<file path="config.mk">
export PLATFORM = sky130hd
export DESIGN_NAME = pipe_sram32
export DESIGN_NICKNAME = d
export VERILOG_FILES = /design/src/rtl/sram_pkg.sv /design/src/rtl/sram_ctrl.sv /design/src/rtl/sram_datapath.sv /design/src/rtl/pipe_sram32.sv
export SDC_FILE = /design/constraint.sdc
export NUM_CORES = 2
export LEC_CHECK = 0
export ABC_AREA = 1
export BUFFER_PORTS_ARGS = -buffer_cell sky130_fd_sc_hd__buf_2
export CORE_UTILIZATION = 50
export CTS_BUF_LIST = sky130_fd_sc_hd__clkbuf_8 sky130_fd_sc_hd__clkbuf_16
export CTS_CLUSTER_DIAMETER = 80
export CTS_CLUSTER_SIZE = 8
export DETAILED_ROUTE_END_ITERATION = 6
export PLACE_DENSITY = 0.68
export SYNTH_ARGS = -nofsm -noshare
export SYNTH_HDL_FRONTEND = slang
export SYNTH_HIERARCHICAL = 1
export SYNTH_SLANG_ARGS = --single-unit
</file>
<file path="constraint.sdc">
create_clock -name clk -period 9.6 [get_ports clk]
set_input_delay 1.44 -clock clk [delete_from_list [all_inputs] [get_ports clk]]
set_output_delay 1.44 -clock clk [all_outputs]
set_load 0.01 [all_outputs]
</file>
<file path="src/rtl/sram_pkg.sv">
package sram_pkg;
  localparam int LANES  = 4;
  localparam int LANE_W = 8;
  localparam int WORD_W = LANES * LANE_W;

  // Strobes the control half hands to the datapath half each cycle.
  typedef struct packed {
    logic             wrEn;
    logic             rdEn;
    logic [LANES-1:0] laneWe;
  } sramStrobe_t;
endpackage

</file>
<file path="src/rtl/sram_ctrl.sv">
module sram_ctrl
  import sram_pkg::*;
(
  input  logic             clk,
  input  logic             rstN,
  input  logic             ce1N,
  input  logic             ce2,
  input  logic             ce3N,
  input  logic             gwN,
  input  logic             bweN,
  input  logic [LANES-1:0] bwN,
  output sramStrobe_t      strobe,
  output logic             dataOe
);

  logic             selQ;
  logic             gwQ;
  logic             bweQ;
  logic [LANES-1:0] bwQ;
  logic [LANES-1:0] byteMask;
  logic [LANES-1:0] writeMask;
  logic             anyWrite;
  logic             oeQ;
  logic             selIn;

  assign selIn = !ce1N && ce2 && !ce3N;

  // Capture stage: every control input is registered, converted to active high.
  always_ff @(posedge clk or negedge rstN) begin
    if (!rstN) begin
      selQ <= 1'b0;
      gwQ  <= 1'b0;
      bweQ <= 1'b0;
      bwQ  <= '0;
    end else begin
      selQ <= selIn;
      gwQ  <= !gwN;
      bweQ <= !bweN;
      bwQ  <= ~bwN;
    end
  end

  // Lane decode: the global path overrides the per-lane path.
  assign byteMask  = bweQ ? bwQ : '0;
  assign writeMask = gwQ ? {LANES{1'b1}} : byteMask;
  assign anyWrite  = |writeMask;

  always_comb begin
    strobe        = '0;
    strobe.wrEn   = selQ && anyWrite;
    strobe.rdEn   = selQ && !anyWrite;
    strobe.laneWe = (selQ && anyWrite) ? writeMask : '0;
  end

  always_ff @(posedge clk or negedge rstN) begin
    if (!rstN) oeQ <= 1'b0;
    else       oeQ <= strobe.rdEn;
  end

  assign dataOe = oeQ;


  desel_idle_chk: assert property (@(posedge clk) disable iff (!rstN)
    !selIn |=> !strobe.wrEn && !strobe.rdEn);


  gw_all_lanes_chk: assert property (@(posedge clk) disable iff (!rstN)
    (selIn && !gwN) |=> strobe.wrEn && (strobe.laneWe == {LANES{1'b1}}));


  no_lane_read_chk: assert property (@(posedge clk) disable iff (!rstN)
    (selIn && gwN && (bweN || (&bwN))) |=> strobe.rdEn && (strobe.laneWe == '0));


  read_oe_chk: assert property (@(posedge clk) disable iff (!rstN)
    strobe.rdEn |=> dataOe);


  write_oe_chk: assert property (@(posedge clk) disable iff (!rstN)
    strobe.wrEn |=> !dataOe);

endmodule

</file>
<file path="src/rtl/sram_datapath.sv">
module sram_datapath
  import sram_pkg::*;
#(
  parameter int ADDR_W = 6
) (
  input  logic              clk,
  input  logic              rstN,
  input  sramStrobe_t       strobe,
  input  logic [ADDR_W-1:0] addr,
  input  logic [WORD_W-1:0] dataIn,
  output logic [WORD_W-1:0] dataOut
);

  localparam int DEPTH = 1 << ADDR_W;

  logic [WORD_W-1:0] mem [DEPTH];
  logic [ADDR_W-1:0] addrQ;
  logic [WORD_W-1:0] dataQ;
  logic [WORD_W-1:0] curWord;
  logic [WORD_W-1:0] mergedWord;
  logic [WORD_W-1:0] outQ;

  // Address and data need no reset: they are only consumed under a strobe.
  always_ff @(posedge clk) begin
    addrQ <= addr;
    dataQ <= dataIn;
  end

  assign curWord = mem[addrQ];

  // One lane multiplexer per byte lane.
  for (genvar g = 0; g < LANES; g++) begin : gLane
    assign mergedWord[g*LANE_W +: LANE_W] =
      strobe.laneWe[g] ? dataQ[g*LANE_W +: LANE_W] : curWord[g*LANE_W +: LANE_W];


    lane_keep_chk: assert property (@(posedge clk) disable iff (!rstN)
      (strobe.wrEn && !strobe.laneWe[g]) |=>
        mem[$past(addrQ)][g*LANE_W +: LANE_W] == $past(curWord[g*LANE_W +: LANE_W]));
  end

  always_ff @(posedge clk) begin
    if (strobe.wrEn) mem[addrQ] <= mergedWord;
  end

  always_ff @(posedge clk or negedge rstN) begin
    if (!rstN)            outQ <= '0;
    else if (strobe.rdEn) outQ <= curWord;
  end

  assign dataOut = outQ;


  out_hold_chk: assert property (@(posedge clk) disable iff (!rstN)
    !strobe.rdEn |=> $stable(dataOut));


  read_word_chk: assert property (@(posedge clk) disable iff (!rstN)
    strobe.rdEn |=> dataOut == $past(curWord));


  write_word_chk: assert property (@(posedge clk) disable iff (!rstN)
    (strobe.wrEn && (&strobe.laneWe)) |=> mem[$past(addrQ)] == $past(dataQ));

endmodule

</file>
<file path="src/rtl/pipe_sram32.sv">
module pipe_sram32
  import sram_pkg::*;
#(
  parameter int ADDR_W = 6
) (
  input  logic              clk,
  input  logic              rstN,
  input  logic [ADDR_W-1:0] addr,
  input  logic [31:0]       dataIn,
  input  logic              ce1N,
  input  logic              ce2,
  input  logic              ce3N,
  input  logic              gwN,
  input  logic              bweN,
  input  logic [3:0]        bwN,
  output logic [31:0]       dataOut,
  output logic              dataOe
);

  sramStrobe_t strobe;

  sram_ctrl uCtrl (
    .clk    (clk),
    .rstN   (rstN),
    .ce1N   (ce1N),
    .ce2    (ce2),
    .ce3N   (ce3N),
    .gwN    (gwN),
    .bweN   (bweN),
    .bwN    (bwN),
    .strobe (strobe),
    .dataOe (dataOe)
  );

  sram_datapath #(.ADDR_W(ADDR_W)) uData (
    .clk     (clk),
    .rstN    (rstN),
    .strobe  (strobe),
    .addr    (addr),
    .dataIn  (dataIn),
    .dataOut (dataOut)
  );


  reset_quiet_chk: assert property (@(posedge clk)
    !rstN |-> !dataOe && (dataOut == '0));

endmodule

</file>
# == Word level (Yosys, flattened, before mapping) ==
# Memories as Yosys holds them, arrays and structs flattened. A register that Yosys moved wholly into a read port is not among the register bits.
# Index checks and enable logic that the tools add are counted.
# word_totals
latchBits,0
rom_bits,0
n_memories,1
inputBits,49
out_inout_bits,33
ff_bits,78
ramBits,2048
# op_classes
shift,0
n_div,0
magnitude_cmp,0
n_addsub,0
reduce_logical,10
bitwise_logic,1
mux,9
n_eq_ne,0
mul,0
# memory_table
memory,words,word_bits,rd,rd_clocked_by_memory_dff,wr,line_no,rtl
uData.mem,64,32,1,1,1,sram_datapath.sv:16,logic [WORD_W-1:0] mem [DEPTH];
# ops
cell,count
$mux W8,4
$mux W4,3
$logic_not A1 Y1,5
$logic_and A1 B1 Y1,4
$not A4 Y4,1
$reduce_or A4 Y1,1
$mux W1,2

# == Logic depth before layout (Yosys ltp) ==
# logic_depth
ltp_word,6
depth_mapped,17
depth_no_buf,13

# == By module ==
# Netlist, hierarchy kept.
# modules_own_cells
module,seq_area_each_um2,area_each_um2,n_inst,cells_each
sram_datapath,63060.5,88882.7,1,8686
sram_ctrl,200.2,337.8,1,33

# == Worst setup path before layout ==
# Ideal clock, no wire load.
# synth_path
path_type,reg2reg
from,reg uCtrl.bweQ
to,mem uData/mem[40][0] (netlist bit) (enable)
path_stages_with_launch,8
setup_slack_ps,4892
setup_ps,502
arrival_ps,4207
n_path_buf,1
period_less_slack_ps,4708
path_cell_list,dfrtp_1 -> nand2_1 -> nand3_2 -> o21bai_4 -> inv_1 -> clkbuf_1 -> inv_1 -> nor4_1
# synth_rtl
item,line_no,rtl
"start, declared",sram_ctrl.sv:18,logic bweQ;
"start signal, assigned",sram_ctrl.sv:38,bweQ <= !bweN;
"end, declared",sram_datapath.sv:16,

==> metrics.md <==
| Metric | Value |
|---|---|
| Syn Area/Cell | between 10 and 15 um^2 |
| Cell row count | 154 |
| Worst VDD drop | 0.177 mV |
| Final Hold Fails | 0 |
| Largest net degree at the start of global routing | between 150 and 200 |
| Proportion of layout cells with a drive suffix above 1 | 0.0735 |
| CTS Buffer Depth | 4 |
| Cell chain of the critical path | buf_12, buf_12, nand2_1, nand2_1, nand2_1, nand2_1, nand2_1, nand2_1, nand2_1, nand2_1, nor2_1, nand2_1, nand2_1, nand2_2, buf_4 |
| Chip height | around 420 um |
| DR iter-0 viols | 7,629 |
| Initial Util | 0.505 |
| Post-synthesis cell type count | 29 |
| Leak | 42.5 nW |
| Multi-input gate area | 23,700 um^2 |
| Final Power | ~22 mW |
| DP Worst Slack | ~4.8 ns |
| CTS clock-pin slew for the worst setup and hold paths | 0.05 ns |
| Commonest non-fill, non-tap cells in the layout | 5,891 x nand2_1, 2,048 x edfxtp_1, 325 x clkbuf_16, 104 x buf_4, 93 x inv_1 |
| Status | complete, no violations |
| Crit-path max FO | ~190 |
| Most common cell after layout, fill and taps aside | nand2_1 |
| Layout Cells excl Fill | approximately 11,000 |
| Routed WL per cell | approximately 23 um |
| Io pins | 82 |
| Initial antenna violation count | 7 |
| Clk_skew | around 0.09 ns |
| Yosys warns | 6 |
| Fill count | around 14,000 |
| # DRC | 0 |
| Seq/Total Area, Yosys | 0.709 |
| Crit end category | flip-flop |
| Total grt overflow | 0 |
| Syn Nets | slightly below 9,000 |
| Cell area after synthesis | just under 90,000 um^2 |
| Placed cell count | around 11,000 |
| Synth Register Bits | 2,126 |
| Final net count | 8,851 |
| DRT antenna net count | 0 |
| Fin worst setup slack | 4.61 ns |
| Critical Path Start Type | flip-flop |
| Fin crit share | 0.519 |
| Gpl congestion | around 0.88 |
| Clock tree from TritonCTS | yes |
| Setup TNS | 0 ns |
| Max_cap viols | 0 |
| CP max-delay cell | nand2_2 |
| Hold Path Class | reg -> reg |
| Area Growth Syn to Fin | 12.0% |
| Clock tree root buffer cell | clkbuf_16 |
| Worst Path Arrival | ~5.6 ns |
| Cts bufs inserted | approximately 320 |
| Max Transition Viols Final | 0 |
| Core Region | 177,000 um^2 |
| GRT Total Usage | 0.279 |
| Clk sinks | ~2,100 |
| Cts repair resizes | 0 |
| Vias in the first global route | a little under 60,000 |
| # hold bufs at CTS | 0 |
| Total wire length | about 250,000 um |
| RSZ-0062 raised after global routing | false |
| WP data required | about 10 ns |
| Endpoints failing setup | 0 |
| Number of vias per cell | between 5 and 6 |
| Max Clk Rate | 201 MHz |
| Slew HR | 0.0729 |
| Clk_lat worst skew | between 0.9 and 1 ns |
| Largest delay share family, worst path | simple AND/OR/NAND/NOR gates |
| Vias | 61,400 |
| CTS HTree Levels | 5 |
| Minimum clock period | about 5 ns |
| Worst slew pin tran | around 1.4 ns |
| Cell Pwr Density | approximately 220 nW/um^2 |
| First-pass GRT wire length | around 370,000 um |
| Cell repeated most along the worst path | nand2_1 |
| CP Class | reg -> reg |
| Die ar. | roughly 180,000 um^2 |
| CP peak stage delay | approximately 0.67 ns |
| Postcts setup bufs | 0 |
| Syn Inst Count | 8,719 |
| Drt pass-1 iters | 6 |
| CP Buf/Inv Count | 3 |
| Register Area | about 63,000 um^2 |
| DP HPWL | approximately 130,000 um |
| DIE WIDTH | about 420 um |
| IO Port Bufs | 81 |
## worst register-to-register path, delay by kind of cell, from the launching register on
kind,cells,cell delay [ns]
and+or+nand+nor,12,2.16
DFF,1,0.59
buffers and inverters,3,1.90
## per-layer routing
metal | global-route usage | vias to the layer above | wire [um] | part of all wire
li1 | - | 28200 | - | -
met1 | 0.375 | 29400 | 97400 | 0.38
met2 | 0.428 | 3206 | 115000 | 0.45
met3 | 0.0498 | 597 | 25300 | 0.10
met4 | 0.162 | 0 | 15500 | 0.061
met5 | 0 | - | 0 | 0
## kinds of logic (layout without fill, tap and decap cells)
logic type,after synthesis,count (layout),share of synthesized area
simple gates,6099,6099,0.258
flops,2126,2126,0.709
buf+inv,477,626,0.0319
compound gates,17,17,0.00125
other cells,0,1,0
## power by group
group	switching, mW	internal (mW)
clock	3.67	5.91
combinational	1.33	0.294
sequential	0.0350	10.5
total	5.03	16.7
## stage by stage
step,instance area (um^2),util,hold slack (ns)
2_1_floorplan,89200,-,0.502
3_3_place_gp,91600,0.518,0.457
3_5_place_dp,91600,0.518,0.462
4_1_cts,100000,0.566,0.479
5_1_grt,100000,0.566,0.495
6_report,100000,0.566,0.477
## worst paths after layout
path                            depth (start not counted)                end  slack [ns]         startpoint
worst max-delay path                                   15    uData/mem[4][8]        4.61     uData/addrQ[0]
worst min-delay path                                    2  uData/dataOut[31]        0.48  uData/dataOut[31]
worst max register to register                         15    uData/mem[4][8]        4.61     uData/addrQ[0]
worst min register to register                          2  uData/dataOut[31]        0.48  uData/dataOut[31]
max in group asynchronous                               1  uData/dataOut[12]        8.13               rstN
min in group asynchronous                               1  uData/dataOut[26]        0.75               rstN
## synthesized netlist by cell type (all sizes together)
library cell  instances  share of area
nand2              5925           0.25
edfxtp             2048           0.69
buf                 351          0.027
nor2                140         0.0060
clkbuf               82         0.0034
inv                  44         0.0019
dfrtp                40          0.011
dfxtp                38         0.0085
nand3                14        0.00084
nor3                  9        0.00090
o21ai                 7        0.00039
or2                   6        0.00042
o211ai                5        0.00042
a21oi                 4        0.00022
nand4                 2        0.00014
nor4                  2        0.00014
nor3b                 1       0.000084
o21bai                1        0.00021
## state kept, by name (all words and copies together), names as in the netlist
register       flops
uCtrl/bwQ          4
uCtrl/gwQ          1
uCtrl/bweQ         1
uCtrl/selQ         1
uData/dataOut     32
uCtrl/dataOe       1
uData/dataQ       32
uData/addrQ        6
uData/mem       2048
## layout make-up
cell class / instances / share of cell area
diodes: 1 / 0.0000250
clock buffers: 325 / 0.0814
clock inverters: 58 / 0.00233
inverters: 44 / 0.00197
multi-input cells: 6116 / 0.237
flip-flops and latches: 2126 / 0.633
well taps: 2340 / 0.0293
repair buffers: 199 / 0.0147
Note: power is estimated with default switching activity, not from simulation.
